`src/rtl/devint_pkg.sv`:
```
package devint_pkg;
  typedef enum logic [1:0] {
    SEL_NONE = 2'd0,
    SEL_MASK = 2'd1,
    SEL_DIR  = 2'd2
  } reg_sel_e;

  localparam int CPU_FIELD_W = 6;
  localparam int WIN_MASK_BIT = 24;
  localparam int WIN_DIR_BIT  = 25;
  localparam int SLOT_SHIFT   = 6;
  localparam int ALIAS_SLOTS  = 4;
endpackage

```
`src/rtl/devint_reg_decode.sv`:
```
module devint_reg_decode
  import devint_pkg::*;
#(
  parameter int ADDR_W   = 28,
  parameter int NUM_CPUS = 8
) (
  input  logic [ADDR_W-1:0]      addr,
  output reg_sel_e               sel,
  output logic [CPU_FIELD_W-1:0] cpu_idx,
  output logic                   cpu_ok
);
  localparam int SLOT_W = ADDR_W - SLOT_SHIFT;

  logic [SLOT_W-1:0] slot;
  assign slot = addr[ADDR_W-1:SLOT_SHIFT];

  always_comb begin
    sel     = SEL_NONE;
    cpu_idx = '0;
    if (addr[WIN_MASK_BIT]) begin
      sel     = SEL_MASK;
      cpu_idx = addr[4 +: CPU_FIELD_W];
    end else if (addr[WIN_DIR_BIT]) begin
      sel     = SEL_DIR;
      cpu_idx = addr[4 +: CPU_FIELD_W];
    end else if (slot < SLOT_W'(ALIAS_SLOTS)) begin
      sel     = SEL_MASK;
      cpu_idx = slot[CPU_FIELD_W-1:0];
    end
  end

  assign cpu_ok = (32'(cpu_idx) < 32'(NUM_CPUS));
endmodule

```
`src/rtl/devint_raw_vec.sv`:
```
module devint_raw_vec #(
  parameter int NUM_SRC = 64,
  localparam int IDX_W = $clog2(NUM_SRC)
) (
  input  logic               clk,
  input  logic               rst,
  input  logic               post,
  input  logic [IDX_W-1:0]   post_idx,
  input  logic               clr,
  input  logic [IDX_W-1:0]   clr_idx,
  output logic [NUM_SRC-1:0] raw_q,
  output logic [NUM_SRC-1:0] raw_nxt
);
  logic [NUM_SRC-1:0] set_bits, drop_bits;

  assign set_bits  = post ? (NUM_SRC'(1) << post_idx) : '0;
  assign drop_bits = clr  ? (NUM_SRC'(1) << clr_idx)  : '0;
  // clear first, then post: post wins on a shared index
  assign raw_nxt   = (raw_q & ~drop_bits) | set_bits;

  always_ff @(posedge clk) begin
    if (rst) raw_q <= '0;
    else     raw_q <= raw_nxt;
  end

  p_post_sets_r2: assert property (@(posedge clk) disable iff (rst)
    post |=> raw_q[$past(post_idx)]);

  p_clr_drops_r3: assert property (@(posedge clk) disable iff (rst)
    (clr && !(post && post_idx == clr_idx)) |=> !raw_q[$past(clr_idx)]);

  p_idle_hold_r2: assert property (@(posedge clk) disable iff (rst)
    (!post && !clr) |=> $stable(raw_q));
endmodule

```
`src/rtl/devint_cpu_slice.sv`:
```
module devint_cpu_slice #(
  parameter int NUM_SRC = 64
) (
  input  logic               clk,
  input  logic               rst,
  input  logic               wr_en,
  input  logic [NUM_SRC-1:0] wdata,
  input  logic [NUM_SRC-1:0] raw_q,
  input  logic [NUM_SRC-1:0] raw_nxt,
  output logic [NUM_SRC-1:0] mask_q,
  output logic [NUM_SRC-1:0] dir_q,
  output logic               irq_q
);
  logic [NUM_SRC-1:0] mask_nxt, dir_nxt;

  assign mask_nxt = wr_en ? wdata : mask_q;
  assign dir_nxt  = mask_nxt & raw_nxt;

  always_ff @(posedge clk) begin
    if (rst) begin
      mask_q <= '0;
      dir_q  <= '0;
      irq_q  <= 1'b0;
    end else begin
      mask_q <= mask_nxt;
      dir_q  <= dir_nxt;
      irq_q  <= |dir_nxt;
    end
  end

  p_dir_and_r4: assert property (@(posedge clk) disable iff (rst)
    dir_q == (mask_q & raw_q));

  p_irq_level_r5: assert property (@(posedge clk) disable iff (rst)
    irq_q == (dir_q != '0));

  p_mask_hold_r6: assert property (@(posedge clk) disable iff (rst)
    !wr_en |=> $stable(mask_q));

  p_mask_load_r6: assert property (@(posedge clk) disable iff (rst)
    wr_en |=> mask_q == $past(wdata));
endmodule

```
`src/rtl/devint_mask_unit.sv`:
```
module devint_mask_unit
  import devint_pkg::*;
#(
  parameter int NUM_CPUS = 8,
  parameter int NUM_SRC  = 64,
  parameter int ADDR_W   = 28,
  localparam int IDX_W   = $clog2(NUM_SRC),
  localparam int CPU_W   = (NUM_CPUS > 1) ? $clog2(NUM_CPUS) : 1
) (
  input  logic                clk,
  input  logic                rst,
  input  logic                dev_post,
  input  logic [IDX_W-1:0]    dev_post_idx,
  input  logic                dev_clr,
  input  logic [IDX_W-1:0]    dev_clr_idx,
  input  logic                reg_wr,
  input  logic                reg_rd,
  input  logic [ADDR_W-1:0]   reg_addr,
  input  logic [63:0]         reg_wdata,
  output logic [63:0]         reg_rdata,
  output logic                reg_rvalid,
  output logic [NUM_CPUS-1:0] irq_dev
);
  reg_sel_e               sel;
  logic [CPU_FIELD_W-1:0] cpu_idx;
  logic                   cpu_ok;
  logic [NUM_SRC-1:0]     raw_q, raw_nxt;
  logic [NUM_SRC-1:0]     mask_arr [NUM_CPUS];
  logic [NUM_SRC-1:0]     dir_arr  [NUM_CPUS];
  logic [NUM_CPUS*NUM_SRC-1:0] mask_flat, dir_flat;
  logic [CPU_W-1:0]       sel_cpu;

  devint_reg_decode #(.ADDR_W(ADDR_W), .NUM_CPUS(NUM_CPUS)) u_dec (
    .addr(reg_addr), .sel(sel), .cpu_idx(cpu_idx), .cpu_ok(cpu_ok)
  );

  devint_raw_vec #(.NUM_SRC(NUM_SRC)) u_raw (
    .clk(clk), .rst(rst),
    .post(dev_post), .post_idx(dev_post_idx),
    .clr(dev_clr), .clr_idx(dev_clr_idx),
    .raw_q(raw_q), .raw_nxt(raw_nxt)
  );

  assign sel_cpu = cpu_idx[CPU_W-1:0];

  for (genvar c = 0; c < NUM_CPUS; c++) begin : g_cpu
    logic wr_hit;
    assign wr_hit = reg_wr && (sel == SEL_MASK) && cpu_ok &&
                    (32'(cpu_idx) == c);
    devint_cpu_slice #(.NUM_SRC(NUM_SRC)) u_slice (
      .clk(clk), .rst(rst),
      .wr_en(wr_hit), .wdata(reg_wdata[NUM_SRC-1:0]),
      .raw_q(raw_q), .raw_nxt(raw_nxt),
      .mask_q(mask_arr[c]), .dir_q(dir_arr[c]), .irq_q(irq_dev[c])
    );
    assign mask_flat[c*NUM_SRC +: NUM_SRC] = mask_arr[c];
    assign dir_flat[c*NUM_SRC +: NUM_SRC]  = dir_arr[c];
  end

  logic [63:0] rd_mux;
  always_comb begin
    rd_mux = '0;
    if (cpu_ok) begin
      unique case (sel)
        SEL_MASK: rd_mux = 64'(mask_arr[sel_cpu]);
        SEL_DIR:  rd_mux = 64'(dir_arr[sel_cpu]);
        default:  rd_mux = '0;
      endcase
    end
  end

  always_ff @(posedge clk) begin
    if (rst) begin
      reg_rdata  <= '0;
      reg_rvalid <= 1'b0;
    end else begin
      reg_rvalid <= reg_rd;
      reg_rdata  <= reg_rd ? rd_mux : '0;
    end
  end

  p_rvalid_r9: assert property (@(posedge clk) disable iff (rst)
    reg_rd |=> reg_rvalid);

  p_no_rvalid_r9: assert property (@(posedge clk) disable iff (rst)
    !reg_rd |=> !reg_rvalid);

  p_dir_write_inert_r7: assert property (@(posedge clk) disable iff (rst)
    (reg_wr && reg_addr[WIN_DIR_BIT] && !reg_addr[WIN_MASK_BIT])
      |=> $stable(mask_flat));

  p_bad_cpu_inert_r10: assert property (@(posedge clk) disable iff (rst)
    (reg_wr && !cpu_ok) |=> $stable(mask_flat));

  p_dir_follows_r4: assert property (@(posedge clk) disable iff (rst)
    (!reg_wr && !dev_post && !dev_clr) |=> $stable(dir_flat));
endmodule

```
`config.mk`:
```
export PLATFORM = sky130hd
export DESIGN_NAME = devint_mask_unit
export DESIGN_NICKNAME = d
export VERILOG_FILES = /design/src/rtl/devint_pkg.sv /design/src/rtl/devint_reg_decode.sv /design/src/rtl/devint_raw_vec.sv /design/src/rtl/devint_cpu_slice.sv /design/src/rtl/devint_mask_unit.sv
export SDC_FILE = /design/constraint.sdc
export NUM_CORES = 2
export LEC_CHECK = 0
export BUFFER_PORTS_ARGS = -buffer_cell sky130_fd_sc_hd__buf_2
export CAP_MARGIN = 20
export CORE_AREA = 8 8 365 332
export CTS_CLUSTER_SIZE = 8
export DETAILED_ROUTE_END_ITERATION = 8
export DIE_AREA = 0 0 373 340
export MAX_ROUTING_LAYER = met4
export SETUP_SLACK_MARGIN = 0.5
export SLEW_MARGIN = 10
export SYNTH_ARGS = -nofsm -noshare
export SYNTH_HDL_FRONTEND = slang
export SYNTH_SLANG_ARGS = --single-unit
export TNS_END_PERCENT = 20
```
`constraint.sdc`:
```
create_clock -name clk -period 5.2 [get_ports clk]
set_clock_uncertainty 0.15 [all_clocks]
set_input_delay 0.26 -clock clk [delete_from_list [all_inputs] [get_ports clk]]
set_output_delay 0.26 -clock clk [all_outputs]
set_load 0.005 [all_outputs]
```
### Yosys cells after proc, flatten, opt, wreduce, memory -nomap -nowiden

Cells that the tools add are included.

* bits in registers: 1161
* output and inout bits: 73
* word-level logic and storage cells: 98
* input port bits: 110

* shift operators: 2
* muxes and demuxes: 23
* magnitude comparators: 3
* bitwise gates (word level): 14
* reductions and logical operators: 20
* eq/ne operators: 9

Operators with widths (count)
* 64-bit 2-to-1 mux: 14
* 64-bit bitwise AND: 9
* 64-bit OR reduction: 8
* 64-bit binary-select mux with 3-bit select: 2
* 64-bit one-hot mux with 2 select lines: 1
* 1-bit by 6-bit << shifter with 64-bit output, first input constant: 2
* 64-bit NOT: 1
* 64-bit bitwise OR: 1
* 6-bit by 3-bit == test with 1-bit output, second input constant: 4
* 22-bit by 3-bit < comparator with 1-bit output, second input constant: 1
* 6-bit 2-to-1 mux: 3
* 6-bit by 2-bit == test with 1-bit output, second input constant: 2
* 1-bit logical AND: 10
* 6-bit by 1-bit == test with 1-bit output, second input constant: 1
* 6-bit zero test: 1
* 6-bit by 4-bit < comparator with 1-bit output, second input constant: 1
* 4-bit >= comparator, second input constant: 1
* 2-bit 2-to-1 mux: 2
* 3-bit NOT with 4-bit output: 1
* 3-bit OR reduction: 1
* 2-bit by 1-bit == test with 1-bit output, second input constant: 1
* 2-bit == test, second input constant: 1
* 1-bit NOT: 2
* 1-bit 2-to-1 mux: 1

### Depth between registers and ports, before layout

* depth in word-level cells: 11
* depth in mapped cells: 19
* mapped depth without buffers: 13

### Hierarchy

From an unflattened synthesis, not the netlist that was laid out.

* cell total of the unflattened synthesis: 4925
* area, all modules: 48331.4 µm²

By module, submodules not included
* devint_cpu_slice: seq. area each 2582.5 µm², area an instance 4440.5 µm², cells an instance 449, instances 8
* devint_mask_unit: seq. area each 1301.2 µm², area an instance 9743.1 µm², cells an instance 922, instances 1
* devint_raw_vec: seq. area each 1281.2 µm², area an instance 2939.1 µm², cells an instance 390, instances 1
* devint_reg_decode: seq. area each 0.0 µm², area an instance 125.1 µm², cells an instance 21, instances 1

### Worst setup path after synthesis

No wires, ideal clock.

* path kind: in2reg
* start point: input port reg_addr[25]
* end point: register g_cpu[7].u_slice.irq_q
* buffers on the path: 2
* setup slack: 1.309 ns
* data arrival time: 3.613 ns
* data required time: 4.922 ns
* library setup time: 0.128 ns
* stages on the path: 14
* cell sequence: buf_2 > or4_4 > nor3_4 > a21oi_1 > inv_1 > ha_1 > nand4_1 > nor2_1 > clkbuf_1 > mux2i_1 > o22ai_1 > or4_1 > nor4_1 > nor2_1

* word-level cells in the longest chain between the ends: 11
* elaborated cells between the ends (all ways): 16
* those cells by class: order compare: 2; eq/ne: 2; mux: 7; bitwise: 1; reduce/logical: 4

Ends and longest elaborated chain
* start: declaration: line devint_mask_unit.sv:18 `input logic [ADDR_W-1:0] reg_addr,`
* parallel branches: the longest is 7 deep, another holds 22-bit by 3-bit < comparator with 1-bit output
* 1-bit logical AND *: line devint_mask_unit.sv:48 `assign wr_hit = reg_wr && (sel == SEL_MASK) && cpu_ok &&`
* 64-bit 2-to-1 mux *: line devint_cpu_slice.sv:16 `assign mask_nxt = wr_en ? wdata : mask_q;`
* 64-bit bitwise AND *: line devint_cpu_slice.sv:17 `assign dir_nxt = mask_nxt & raw_nxt;`
* 64-bit OR reduction *: line devint_cpu_slice.sv:27 `irq_q <= |dir_nxt;`
* end signal: assignment: line devint_cpu_slice.sv:27
* end: declaration: line devint_cpu_slice.sv:12 `output logic irq_q`

Mark *: on every way between the ends.
A chain may end at the register's enable or synchronous reset.

### Worst setup path after layout

* start point: input port reg_addr[4]
* end point: register g_cpu[4].u_slice.irq_q

* word-level cells in the longest chain between the ends: 8
* elaborated cells between the ends (all ways): 9
* those cells by class: order compare: 1; eq/ne: 1; mux: 3; bitwise: 1; reduce/logical: 3

Ends and longest elaborated chain
* 6-bit 2-to-1 mux: line devint_reg_decode.sv:23 `end else if (addr[WIN_DIR_BIT]) begin`
* 6-bit 2-to-1 mux *: line devint_reg_decode.sv:20 `if (addr[WIN_MASK_BIT]) begin`
* 6-bit by 4-bit < comparator with 1-bit output: line devint_reg_decode.sv:32 `assign cpu_ok = (32'(cpu_idx) < 32'(NUM_CPUS));`
* 1-bit logical AND: line devint_mask_unit.sv:48
* 1-bit logical AND *: line devint_mask_unit.sv:48
* 64-bit 2-to-1 mux *: line devint_cpu_slice.sv:16
* 64-bit bitwise AND *: line devint_cpu_slice.sv:17
* 64-bit OR reduction *: line devint_cpu_slice.sv:27
* end signal: assignment: line devint_cpu_slice.sv:27
* end: declaration: line devint_cpu_slice.sv:12

Every way passes the cells marked *; elsewhere a longest branch is shown, timed or not.

==> reports/qor.csv <==
stage,metric,value,unit
setup_path,CP Data Arrival Time,4.85,ns
die,Core ar.,115000,um^2
drt,first-iteration detailed-routing DRC count,7684,
cts,Sink Count,1161,
setup_path,Worst setup EP type,flop,
sta,final-report hold violation count,0,
cts,Clock Latency Late Sink,0.82,ns
pwr,Flop pwr share,0.445,
grt,first-pass GRT wire length,389,mm
setup_path,CP max FO,19,
setup_path,stages on the worst setup path,14,
die,initial core utilization,0.425,
cts,CTS Hold Bufs,69,
sta,setup_tns,0,ns
synthesis,Post-synth ARST share,0,
pwr,Switching Share,0.252,
cts,"Clk pin slew, worst setup/hold paths",0.05,ns
drt,Via density,6.42,
sta,unrepaired setup endpoints after global routing,no,
setup_path,Buffers & Inverters on Critical Path,6,
synthesis,Syn Nets,6041,
grt,initial antenna violation count,50,
setup_path,R2R setup slack,1.39,ns
pwr,maximum VDD drop,0.305,mV
grt,largest net degree at the start of global routing,169,
setup_path,WS Path Type,in2reg,
flow_run,max_cap viols,0,
drt,DR vias,49690,
die,die width,373,um
cts,CTS root buf,clkbuf_16,
drt,per-cell routed wire length,37.7,um
final_layout,Area Overhead vs Synth,18.9,%
die,Std-Cell Rows,119,
cts,postcts setup bufs,0,
pwr,Int Pwr,15.1,mW
setup_path,slowest library cell on the worst path,nor4_1,
setup_path,r2r endpoint,g_cpu[3].u_slice.irq_q,
cts,CTS tree,built,
final_layout,most frequent cells in the layout,"nor2_1 (1170), dfxtp_1 (1161), nand2_1 (1016), mux2i_1 (501), buf_4 (332)",
final_layout,fin nets,6291,
drt,Routed Antenna Nets,0,
setup_path,crit-path most repeated cell,buf_4,
pwr,pwr dens,346,nW/um^2
sta,final setup fails,0,
die,die height,340,um
setup_path,Startpoint Class,input pin,
drt,count of TritonRoute iterations in the first routing pass,6,
setup_path,crit path from,reg_addr[4],
synthesis,"Seq/Total Area, Yosys",0.474,
sta,Final period util,0.859,
run_status,status,finished clean,
die,I/O pin cnt,183,
final_layout,Filler cells,11033,
sta,Slew Limit Fails,0,
cts,CTS max path bufs,3,
synthesis,Post-synth EDFFs,0,
cts,H-tree depth,4,
placement,Port Buffers,178,
synthesis,Synth Area per Inst,8.27,um^2
final_layout,share of layout cells above drive strength 1,0.128,
synthesis,Seq cells post-synth,1161,
pwr,Clock Power Share,0.486,
setup_path,"delay-heaviest family, CP",buffers and inverters,
pwr,Gate power share,0.070,
cts,post-cts sizing count,0,
setup_path,WP data required,5.58,ns
synthesis,Unique masters post-synth,82,
worst_hold_path,Hold WC Path Type,in2reg,
final_layout,"Core Util, Final",0.505,
grt,vias in the first global route,45115,
setup_path,CP endpoint,g_cpu[4].u_slice.irq_q,
sta,Worst Max-Slew Pin Slew,1.25,ns
drt,routed wire length,292,mm
cts,CTS Buf Count,165,
grt,Tot GR Track Use,0.451,
pwr,Lkg Pwr,21.8,nW
sta,Tmin final,4.47,ns
setup_path,crit path cell chain,dlygate4sd3_1 > buf_2 > nor2_1 > dlygate4sd3_1 > nand2b_4 > buf_4 > mux2i_1 > o22ai_1 > nor4_1 > buf_4 > nand4_1 > buf_4 > nor4_1 > a41oi_1,
sta,Worst slew margin,0.169,
placement,dpl hpwl,219,mm
drt,drc violations,0,
pwr,NetSw,5.09,mW
grt,GR Overflow Total,0,
final_layout,"commonest non-fill, non-tap cell in the layout",nor2_1,
synthesis,Ys Warns,0,
synthesis,ys flop type,dfxtp_1,
setup_path,crit-path max cell delay,0.66,ns
sta,maximum clock frequency,224,MHz
die,die area,127000,um^2
synthesis,Syn Std Cell Area,49000,um^2
placement,routability cong.,1.11,
synthesis,Syn Inst Count,5929,
setup_path,worst reg-to-reg path cell count,9,
setup_path,worst r2r src,u_raw.raw_q[35],
-- power by group through the flow --
stage / clock network (mW) / logic, mW / registers [mW]
after floorplan: 0 / 0.699 / 9.13
after global placement: 0 / 1.29 / 9.15
after detailed placement: 0 / 1.29 / 9.15
after CTS: 9.81 / 1.34 / 8.97
after global routing: 10.2 / 1.42 / 8.96
final: 9.80 / 1.40 / 8.98
-- per-stage QoR --
| stage | instance area, um^2 | hold slack [ns] | instances | total power, mW | worst slack, ns |
|---|---|---|---|---|---|
| 4_1_cts | 58200 | 0.0683 | 7712 | 20.1 | 0.976 |
| 6_report | 58300 | 0.130 | 7739 | 20.2 | 0.734 |
| 5_1_grt | 58300 | 0.140 | 7737 | 20.6 | 0.871 |
| 3_3_place_gp | 53000 | 0.352 | 7454 | 10.4 | 0.187 |
| 2_1_floorplan | 49000 | 0.264 | 5929 | 9.83 | 1.31 |
| 3_5_place_dp | 53000 | 0.365 | 7455 | 10.4 | 0.215 |
-- cell usage after synthesis (all sizes together) (7+ instances only) --
cell type	instances	area share
a22o	28	0.0050
o221ai	13	0.0023
a41oi	10	0.0018
and2	11	0.0014
or2	26	0.0033
a31oi	16	0.0020
nor4b	8	0.0017
dfxtp	1161	0.47
nand4b	7	0.0013
a311oi	214	0.038
a222oi	16	0.0033
a32oi	11	0.0020
a21boi	25	0.0038
buf	109	0.012
nor3	21	0.0027
o22ai	147	0.019
nand3	90	0.0092
o211ai	21	0.0032
a22oi	95	0.015
a221oi	15	0.0027
nor2	1171	0.090
clkbuf	418	0.032
o2111ai	8	0.0014
and3	203	0.026
or4	11	0.0018
nand4	27	0.0034
nor4bb	7	0.0014
o21a	12	0.0018
mux2i	502	0.10
nor4	35	0.0045
nand2b	52	0.0066
inv	85	0.0065
nand2	1018	0.078
and4b	8	0.0016
o21ai	156	0.016
a21oi	92	0.0094
a21o	11	0.0017
-- final cells by class --
class | count | area, um^2 | share of cell area
antenna | 27 | 67.6 | 0.00116
timing repair buffer | 610 | 4700 | 0.0807
multi-input combinational | 4156 | 23600 | 0.404
inverter | 85 | 319 | 0.00547
clock inverter | 17 | 299 | 0.00513
sequential | 1161 | 23200 | 0.399
tap | 1512 | 1890 | 0.0325
clock buffer | 171 | 4210 | 0.0723
-- flip-flops by register name, indices dropped and copies added, names as in the netlist --
| register | count |
|---|---|
| g_cpu.u_slice.irq_q | 8 |
| g_cpu.u_slice.mask_q | 512 |
| reg_rvalid | 1 |
| reg_rdata | 64 |
| g_cpu.u_slice.dir_q | 512 |
| u_raw.raw_q | 64 |
-- routing by layer --
| layer | routed length, um | global-route usage | share of wire | up-vias |
|---|---|---|---|---|
| met1 | 121000 | 0.597 | 0.41 | 24828 |
| li1 | - | - | - | 20843 |
| met5 | 0 | - | 0 | - |
| met3 | 32500 | 0.113 | 0.11 | 629 |
| met2 | 122000 | 0.646 | 0.42 | 3390 |
| met4 | 17000 | 0.208 | 0.058 | 0 |
-- cells by family (layout without fill, tap and decap cells) --
logic type | count (synthesis) | after routing | synth area share
AO/OA/AOI/OAI | 921 | 921 | 0.134
adder cells (fa/ha/maj) | 2 | 2 | 0.000510
buffers and inverters | 612 | 883 | 0.0503
flip-flops | 1161 | 1161 | 0.474
multiplexers | 502 | 502 | 0.103
other | 0 | 27 | 0
AND/OR/NAND/NOR | 2731 | 2731 | 0.239
-- tightest hold or removal path: stages --
cell and delay, ns:
buf_2 0.13, nand4_1 0.11, nand2b_4 0.25, mux2i_1 0.18, nor2_1 0.10
-- worst min path at each step --
| stage | startpoint | to | cells after the start |
|---|---|---|---|
| floorplan | reg_wdata[6] | g_cpu[5].u_slice.mask_q[6] | 2 |
| global placement | g_cpu[2].u_slice.mask_q[23] | g_cpu[2].u_slice.mask_q[23] | 2 |
| detailed placement | g_cpu[3].u_slice.mask_q[7] | g_cpu[3].u_slice.dir_q[7] | 2 |
| CTS | reg_wr | g_cpu[4].u_slice.mask_q[2] | 5 |
| global route | reg_wr | g_cpu[4].u_slice.dir_q[2] | 5 |
| finish | reg_wr | g_cpu[4].u_slice.mask_q[2] | 5 |
(Power assumes the default switching activity.)
